File: src/rtl/regbuf_pkg.sv
package regbuf_pkg;

    typedef enum logic [1:0] {
        MODE_WIDE   = 2'd0,
        MODE_PAIR_A = 2'd1,
        MODE_PAIR_B = 2'd2
    } mode_t;

    typedef enum logic [1:0] {
        ST_CLEAR = 2'd0,
        ST_FLAG1 = 2'd1,
        ST_FLAG2 = 2'd2
    } flag_st_t;

    function automatic mode_t decode_mode(input logic [1:0] sel);
        if (!sel[0])
            return MODE_WIDE;
        else if (sel[1])
            return MODE_PAIR_B;
        else
            return MODE_PAIR_A;
    endfunction

endpackage

File: src/rtl/regbuf_capture.sv
module regbuf_capture
    import regbuf_pkg::*;
#(
    parameter int IN_W        = 25,
    parameter int WIDE_DATA   = 22,
    parameter int NARROW_DATA = 11
) (
    input  logic            clk,
    input  logic            rst_n,
    input  mode_t           mode,
    input  logic            cs_act,
    input  logic [IN_W-1:0] din,
    output logic [IN_W-1:0] q_reg
);
    localparam logic [IN_W-1:0] WMASK = {{(IN_W-WIDE_DATA){1'b0}}, {WIDE_DATA{1'b1}}};
    localparam logic [IN_W-1:0] NMASK = {{(IN_W-NARROW_DATA){1'b0}}, {NARROW_DATA{1'b1}}};

    logic [IN_W-1:0] dmask;
    assign dmask = (mode == MODE_WIDE) ? WMASK : NMASK;

    // Data bits load only when selected; control bits always load.
    for (genvar i = 0; i < IN_W; i++) begin : g_bit
        localparam bit CTL_W = (i >= WIDE_DATA);
        localparam bit CTL_N = (i >= NARROW_DATA);
        logic en;
        logic bit_q;
        assign en = cs_act | ((mode == MODE_WIDE) ? CTL_W : CTL_N);
        always_ff @(posedge clk or negedge rst_n) begin
            if (!rst_n)
                bit_q <= 1'b0;
            else if (en)
                bit_q <= din[i];
        end
        assign q_reg[i] = bit_q;
    end

    AST_GATED_HOLD: assert property (@(posedge clk) disable iff (!rst_n)
        !cs_act |=> ((q_reg & $past(dmask)) == ($past(q_reg) & $past(dmask))));

endmodule

File: src/rtl/regbuf_parity.sv
module regbuf_parity
    import regbuf_pkg::*;
#(
    parameter int IN_W        = 25,
    parameter int WIDE_DATA   = 22,
    parameter int NARROW_DATA = 11
) (
    input  logic            clk,
    input  logic            rst_n,
    input  mode_t           mode,
    input  logic            cs_act,
    input  logic [IN_W-1:0] din,
    input  logic            par_in,
    output logic            chk_valid,
    output logic            chk_par
);
    localparam logic [IN_W-1:0] WMASK = {{(IN_W-WIDE_DATA){1'b0}}, {WIDE_DATA{1'b1}}};
    localparam logic [IN_W-1:0] NMASK = {{(IN_W-NARROW_DATA){1'b0}}, {NARROW_DATA{1'b1}}};

    logic data_x;
    logic fold;

    always_comb begin
        data_x = ^(din & ((mode == MODE_WIDE) ? WMASK : NMASK));
        // The second device of a pair takes the cascaded partial instead of par_in.
        fold   = data_x ^ ((mode == MODE_PAIR_B) ? 1'b0 : par_in);
    end

    always_ff @(posedge clk or negedge rst_n) begin
        if (!rst_n) begin
            chk_valid <= 1'b0;
            chk_par   <= 1'b0;
        end else begin
            chk_valid <= cs_act;
            if (cs_act)
                chk_par <= fold;
        end
    end

endmodule

File: src/rtl/regbuf_errflag.sv
module regbuf_errflag
    import regbuf_pkg::*;
(
    input  logic  clk,
    input  logic  rst_n,
    input  mode_t mode,
    input  logic  chk_valid,
    input  logic  chk_par,
    input  logic  ppar_in,
    output logic  err_n
);
    flag_st_t state, state_nx;
    logic     err_cond;

    assign err_cond = chk_valid && (mode != MODE_PAIR_A)
                      && (chk_par ^ ((mode == MODE_PAIR_B) && ppar_in));

    always_comb begin
        state_nx = state;
        unique case (state)
            ST_CLEAR: state_nx = err_cond ? ST_FLAG1 : ST_CLEAR;
            ST_FLAG1: state_nx = err_cond ? ST_FLAG1 : ST_FLAG2;
            ST_FLAG2: state_nx = err_cond ? ST_FLAG1 : ST_CLEAR;
            default:  state_nx = ST_CLEAR;
        endcase
    end

    always_ff @(posedge clk or negedge rst_n) begin
        if (!rst_n)
            state <= ST_CLEAR;
        else
            state <= state_nx;
    end

    always_comb begin
        err_n = (state == ST_CLEAR);
    end

    AST_FLAG_FOLLOWS: assert property (@(posedge clk) disable iff (!rst_n)
        err_cond |=> !err_n);
    AST_FLAG_TWO: assert property (@(posedge clk) disable iff (!rst_n)
        (!err_n && $past(err_n)) |=> !err_n);

endmodule

File: src/rtl/regbuf_par_top.sv
module regbuf_par_top
    import regbuf_pkg::*;
#(
    parameter int IN_W        = 25,
    parameter int PAIR_W      = 14,
    parameter int WIDE_DATA   = 22,
    parameter int NARROW_DATA = 11,
    localparam int OUT_W      = (IN_W > 2*PAIR_W) ? IN_W : 2*PAIR_W
) (
    input  logic             clk,
    input  logic             rst_n,
    input  logic [1:0]       cfg_sel,
    input  logic [1:0]       cs_n,
    input  logic [IN_W-1:0]  din,
    input  logic             par_in,
    input  logic             ppar_in,
    output logic [OUT_W-1:0] q,
    output logic             ppar_out,
    output logic             err_n
);
    mode_t           mode;
    logic            cs_act;
    logic [IN_W-1:0] q_reg;
    logic            chk_valid;
    logic            chk_par;

    assign mode   = decode_mode(cfg_sel);
    assign cs_act = ~&cs_n;

    regbuf_capture #(
        .IN_W(IN_W), .WIDE_DATA(WIDE_DATA), .NARROW_DATA(NARROW_DATA)
    ) u_cap (
        .clk(clk), .rst_n(rst_n), .mode(mode), .cs_act(cs_act),
        .din(din), .q_reg(q_reg)
    );

    regbuf_parity #(
        .IN_W(IN_W), .WIDE_DATA(WIDE_DATA), .NARROW_DATA(NARROW_DATA)
    ) u_par (
        .clk(clk), .rst_n(rst_n), .mode(mode), .cs_act(cs_act),
        .din(din), .par_in(par_in), .chk_valid(chk_valid), .chk_par(chk_par)
    );

    regbuf_errflag u_flag (
        .clk(clk), .rst_n(rst_n), .mode(mode), .chk_valid(chk_valid),
        .chk_par(chk_par), .ppar_in(ppar_in), .err_n(err_n)
    );

    // Output fan-out per topology.
    for (genvar j = 0; j < OUT_W; j++) begin : g_out
        logic w_bit;
        logic n_bit;
        if (j < IN_W) begin : g_w
            assign w_bit = q_reg[j];
        end else begin : g_wz
            assign w_bit = 1'b0;
        end
        if (j < PAIR_W) begin : g_n0
            assign n_bit = q_reg[j];
        end else if (j < 2*PAIR_W) begin : g_n1
            assign n_bit = q_reg[j-PAIR_W];
        end else begin : g_nz
            assign n_bit = 1'b0;
        end
        assign q[j] = (mode == MODE_WIDE) ? w_bit : n_bit;
    end

    assign ppar_out = (mode == MODE_PAIR_A) ? chk_par : 1'b0;

    AST_PAIR_COPY: assert property (@(posedge clk) disable iff (!rst_n)
        (mode != MODE_WIDE) |-> (q[PAIR_W-1:0] == q[2*PAIR_W-1:PAIR_W]));
    AST_ROLE_A_RELEASED: assert property (@(posedge clk) disable iff (!rst_n)
        (mode == MODE_PAIR_A) |-> err_n);
    AST_PPAR_IDLE: assert property (@(posedge clk) disable iff (!rst_n)
        (mode != MODE_PAIR_A) |-> !ppar_out);

endmodule

File: config.mk
export PLATFORM = sky130hd
export DESIGN_NAME = regbuf_par_top
export DESIGN_NICKNAME = d
export VERILOG_FILES = /design/src/rtl/regbuf_pkg.sv /design/src/rtl/regbuf_capture.sv /design/src/rtl/regbuf_parity.sv /design/src/rtl/regbuf_errflag.sv /design/src/rtl/regbuf_par_top.sv
export SDC_FILE = /design/constraint.sdc
export NUM_CORES = 1
export LEC_CHECK = 0
export BUFFER_PORTS_ARGS = -buffer_cell sky130_fd_sc_hd__buf_2
export CORE_MARGIN = 5
export CORE_UTILIZATION = 25
export DETAILED_ROUTE_END_ITERATION = 8
export PLACE_DENSITY = 0.56
export REMOVE_ABC_BUFFERS = 1
export SLEW_MARGIN = 0
export SYNTH_ARGS = -nofsm -noshare
export SYNTH_HDL_FRONTEND = slang
export SYNTH_SLANG_ARGS = --single-unit
export TNS_END_PERCENT = 20
File: constraint.sdc
create_clock -name clk -period 3.3 [get_ports clk]
set_input_delay 0.66 -clock clk [delete_from_list [all_inputs] [get_ports clk]]
set_output_delay 0.66 -clock clk [all_outputs]
set_load 0.01 [all_outputs]
==> results.yml, run 1 <==
power_and_ir_drop:
  p_per_area_nw_per_um2: 495.3
  total_power_mw: 0.9476
  peakVddDrop_mv: 0.1941
  power.leakage_nw: 0.8958
routing:
  ant_nets: 0
  vias_per_cell: 4.161
  drcViolationCount: 0
  wl_um: 3454
  firstDrtPassIters: 4
  wl_per_cell_um: 13.93
  vias: 1032
  drt-initial-drc-count: 28
worst_setup_path:
  startpoint_type: "input pin"
  r2r_slack_ns: 2.16
  r2r_end: "u_flag.state[1]"
  crit_type: "input pin to output port"
  crit-reg2reg-launch: "u_par.chk_par"
  path_max_fanout: 21
  cp-endpoint: "q[21]"
  arrival_ns: 1.56
  rr_worst_depth: 6
  crit_start: "cfg_sel[0]"
  required_ns: 2.64
  crit_path_end_kind: "output port"
cts:
  cts_hold_buf: 0
  cts-buffers-inserted: 5
  cts.sinks: 29
  root_buffer: "clkbuf_8"
  clock_insertion_delay_worst_skew_ns: 0.28
  htreeDepth: 2
  cts-resized-gates: 0
  clk_pin_slew_ns: 0.07
  cts_buffer_depth: 2
  cts_setup_buffers: 0
  cts_tree: "yes"
finish:
  nNetsFinal: 205
  drive_above_1_share_pct: 45.66
  area_growth_pct: 24.61
  antennaDiodeCount: 0
  instances_no_fill: 248
job:
  cap_violations: 0
sta:
  tns_ns: 0
  period_minus_slack_ns: 2.218
  hold_slack_ns: 0.4000
  setup_viol: 0
  period_share_pct: 67.20
  skew_ns: 0.00006342
  slew_headroom_pct: 56.43
  worst_pin_slew_ns: 0.6535
  max_freq_ghz: 0.4509
  hold_viol_final: 0
  drv_slew: 0
  rsz0062_at_grt: "false"
floorplan:
  num_io_pins: 63
  coreArea_um2: 5956
  die_x_um: 88.37
  initial_core_util_pct: 25.78
  die_height_um: 88.37
  rows: 28
  die_area_um2: 7808
global_routing:
  grtUsageTotal_pct: 9.988
  grt_pass1_vias: 1210
  grt_pass1_wl_um: 5878
  grt_overflow: 0
  antenna_found_initial: 0
  grt_max_degree: 30
placement:
  dp.cells: 240
  io_buffers: 62
  place_hpwl_um: 2610
  gp_congestion: 0.6630
yosys:
  synth.yosys.seq_area_share_pct: 47.27
  netlist_area_um2: 1535
  ys_ff_latch: 29
  synthDistinctLibCells: 20
  ys_top_cells_by_area: "dfrtp_1 (47%), mux2_1 (19%), xnor2_1 (8.0%), buf_4 (6.8%), mux2_2 (5.1%)"
  dominantRegCellSynth: "dfrtp_1"
  syn_avg_cell_area_um2: 12.79
  synthCells: 120
  ys_warn_count: 0
  netlist.area_leader.share_pct: 47.27
  synth.largest_area_cell: "dfrtp_1"
  synth_edf_count: 0
  async_reset_ff_share_pct: 100.0
outcome:
  status: "completed"
hold_path:
  hp-class: "input pin to asynchronous set/reset pin"
==> cell families after synthesis <==
| group | share of synthesized area, % |
|---|---|
| compound gates | 1.630 |
| buf+inv | 8.068 |
| simple gates | 5.135 |
| flops | 47.27 |
| xor+xnor | 13.69 |
| mux | 24.21 |
==> cell usage in the layout, fill, tap and decap left out, types with 2 or more instances in the layout <==
cell / count
o21ai_1: 3
buf_2: 62
xnor2_1: 14
and2_1: 3
a21oi_1: 2
mux2_2: 7
nand2_1: 3
nor2_1: 3
dfrtp_1: 29
clkbuf_8: 5
xnor3_1: 2
mux2_1: 26
clkinv_2: 2
xor2_1: 3
nand3b_1: 2
==> cell type report <==
cell class	instances	area, um^2
fill	628	4043
sequential	29	725.7
multi-input combinational	72	685.7
timing repair buffer	63	317.8
tap	75	93.84
clock buffer	5	68.82
clock inverter	3	17.52
inverter	1	3.754
==> routing by layer <==
layer	GRT usage, %	part of all wire, %
met1	12.77	46
met2	14.82	42
met3	4.283	9.9
met4	4.121	1.4
met5	0	0
==> worst max-delay path: stages <==
cell and delay (ns):
buf_2 0.37, mux2_1 0.38, buf_2 0.15
==> cells in the mapped netlist, types with 2 or more instances <==
master / number
xor2_1: 3
o21ai_1: 3
xnor2_1: 14
mux2_2: 7
clkbuf_1: 3
a21oi_1: 2
xnor3_1: 2
buf_4: 14
nand2_1: 3
mux2_1: 26
nor2_1: 3
dfrtp_1: 29
nand3b_1: 2
and2_1: 3
==> registers in the layout, summed over array words and instances, names as in the netlist <==
signal and cells:
u_cap.g_bit.bit_q 25, u_flag.state 2, u_par.chk_par 1, u_par.chk_valid 1
==> worst min path at each step <==
stage	startpoint	to	slack, ns	cells past startpoint
6_report	rst_n	u_cap.g_bit[19].bit_q	0.40	1
5_1_grt	rst_n	u_cap.g_bit[19].bit_q	0.46	1
4_1_cts	rst_n	u_cap.g_bit[19].bit_q	0.43	1
3_5_place_dp	u_flag.state[0]	u_flag.state[0]	0.45	1
2_1_floorplan	rst_n	u_cap.g_bit[0].bit_q	0.36	0
3_3_place_gp	u_flag.state[0]	u_flag.state[0]	0.45	1
==> where the power goes <==
group          internal, mW  switching (mW)  total (mW)
clock                 0.145           0.144       0.289
sequential            0.394          0.0234       0.417
combinational         0.128           0.113       0.241
==> stage by stage <==
stage	worst slack (ns)	util (%)	instance area, um^2
3_3_place_gp	1.059	30.67	1827
6_report	1.082	32.12	1913
5_1_grt	1.009	32.12	1913
4_1_cts	1.068	32.12	1913
3_5_place_dp	1.071	30.67	1827
2_1_floorplan	1.413	-	1415
(Power assumes the default switching activity.)
==> inputs of run 2 (changes only) <==
- clock period: 3.3 -> 2.2 ns (I/O delays scaled with it)
==> run 2 against run 1 <==
  * Final area grew 1.2%
  * Non-clock buffer count grew 3
  * Clock-buffer cell count grew 2
  * Wire length shrank 2.4%
  * Core utilization grew 0.38 points
  * First-iteration DRC count grew 32%
  * Worst setup slack lost 0.61 ns
  * Clock skew grew 0.0023 ns
  * Hold slack lost 0.22 ns
  * Clock power grew 52%
  * Via count shrank 2.4%
  * Final cell count grew 0.81%
  * Largest cell class unchanged
  * Highest routed layer unchanged
==> results.yml, run 2 (synthesis results as in run 1) <==
placement:
  dp.cells: 243
  io_buffers: 62
  place_hpwl_um: 2680
  gp_congestion: 0.6772
worst_setup_path:
  crit_start: "cfg_sel[0]"
  crit_path_end_kind: "output port"
  path_max_fanout: 17
  arrival_ns: 1.29
  crit-reg2reg-launch: "u_par.chk_par"
  r2r_end: "u_flag.state[1]"
  r2r_slack_ns: 1.08
  crit_type: "input pin to output port"
  required_ns: 1.76
  rr_worst_depth: 6
  startpoint_type: "input pin"
  cp-endpoint: "ppar_out"
global_routing:
  grt_pass1_vias: 1152
  grt_max_degree: 30
  grt_pass1_wl_um: 5561
  grt_overflow: 0
  grtUsageTotal_pct: 9.646
  antenna_found_initial: 0
routing:
  drt-initial-drc-count: 37
  vias_per_cell: 4.028
  wl_um: 3371
  drcViolationCount: 0
  ant_nets: 0
  vias: 1007
  firstDrtPassIters: 4
  wl_per_cell_um: 13.48
cts:
  cts-buffers-inserted: 5
  root_buffer: "clkbuf_8"
  cts_setup_buffers: 0
  cts_hold_buf: 0
  cts-resized-gates: 0
  clk_pin_slew_ns: 0.06
  clock_insertion_delay_worst_skew_ns: 0.28
  cts_tree: "yes"
  cts.sinks: 29
  cts_buffer_depth: 2
  htreeDepth: 2
power_and_ir_drop:
  total_power_mw: 1.429
  p_per_area_nw_per_um2: 738.2
  peakVddDrop_mv: 0.4676
  power.leakage_nw: 0.9096
floorplan:
  num_io_pins: 63
  initial_core_util_pct: 25.78
  rows: 28
  die_x_um: 88.37
  die_area_um2: 7808
  die_height_um: 88.37
  coreArea_um2: 5956
finish:
  top_regs: "u_cap.g_bit.bit_q: 25 flops, u_flag.state: 2 flops"
  final_common_cell: "buf_2"
  largest_reg_flops: 25
  fill_cells: 614
  area_growth_pct: 26.08
  final_util_pct: 32.50
  drive_above_1_share_pct: 45.71
  instances_no_fill: 250
  antennaDiodeCount: 0
  nNetsFinal: 208
  largest-register: "u_cap.g_bit.bit_q"
  final_cell_mix: "buf_2 (62), dfrtp_1 (29), mux2_1 (26)"
sta:
  skew_ns: 0.002409
  setup_viol: 0
  rsz0062_at_grt: "false"
  tns_ns: 0
  max_freq_ghz: 0.5796
  drv_slew: 0
  hold_viol_final: 0
  period_minus_slack_ns: 1.725
  slew_headroom_pct: 56.91
  worst_pin_slew_ns: 0.6464
  period_share_pct: 78.42
outcome:
  status: "completed"
job:
  cap_violations: 0
hold_path:
  hp-class: "input pin to asynchronous set/reset pin"
## run 2: final cells by class
type | instances | area, um^2 | share of cell area (%)
flip-flops and latches | 29 | 725.7 | 37.49
repair buffers | 66 | 340.3 | 17.58
multi-input cells | 72 | 685.7 | 35.42
inverters | 1 | 3.754 | 0.1939
clock buffers | 7 | 86.33 | 4.460
well taps | 75 | 93.84 | 4.848
## run 2: worst min-delay path by stage
stage                     slack, ns  cells after the start              endpoint            start
after floorplan                0.14                      0  u_cap.g_bit[0].bit_q            rst_n
after global placement         0.45                      1       u_flag.state[0]  u_flag.state[0]
after detailed placement       0.45                      1       u_flag.state[0]  u_flag.state[1]
after CTS                      0.20                      1  u_cap.g_bit[5].bit_q            rst_n
after global routing           0.23                      1  u_cap.g_bit[8].bit_q            rst_n
final                          0.18                      1  u_cap.g_bit[8].bit_q            rst_n
## run 2: stage by stage
step	setup slack (ns)	hold slack, ns	instance area, um^2
floorplan	0.5335	0.1444	1415
global placement	0.3115	0.4469	1849
detailed placement	0.2773	0.4509	1849
CTS	0.4210	0.2041	1936
global route	0.3853	0.2281	1936
finish	0.4748	0.1843	1936
## run 2: critical path, cell delays in order
cell and delay, ns:
buf_2 0.32, buf_4 0.20, nor3b_1 0.17, buf_2 0.16
## run 2: metal layers
layer	vias to the layer above	global-route usage, %	wire [um]
met5	-	0	0
met4	0	4.945	60
met3	5	4.749	392
met2	45	13.53	1426
met1	462	12.21	1492
li1	495	-	-
## run 2: where the power goes
part | total (mW) | internal, mW | switching, mW
sequential | 0.627 | 0.591 | 0.0357
combinational | 0.364 | 0.194 | 0.170
clock | 0.438 | 0.247 | 0.191
total | 1.43 | 1.03 | 0.396
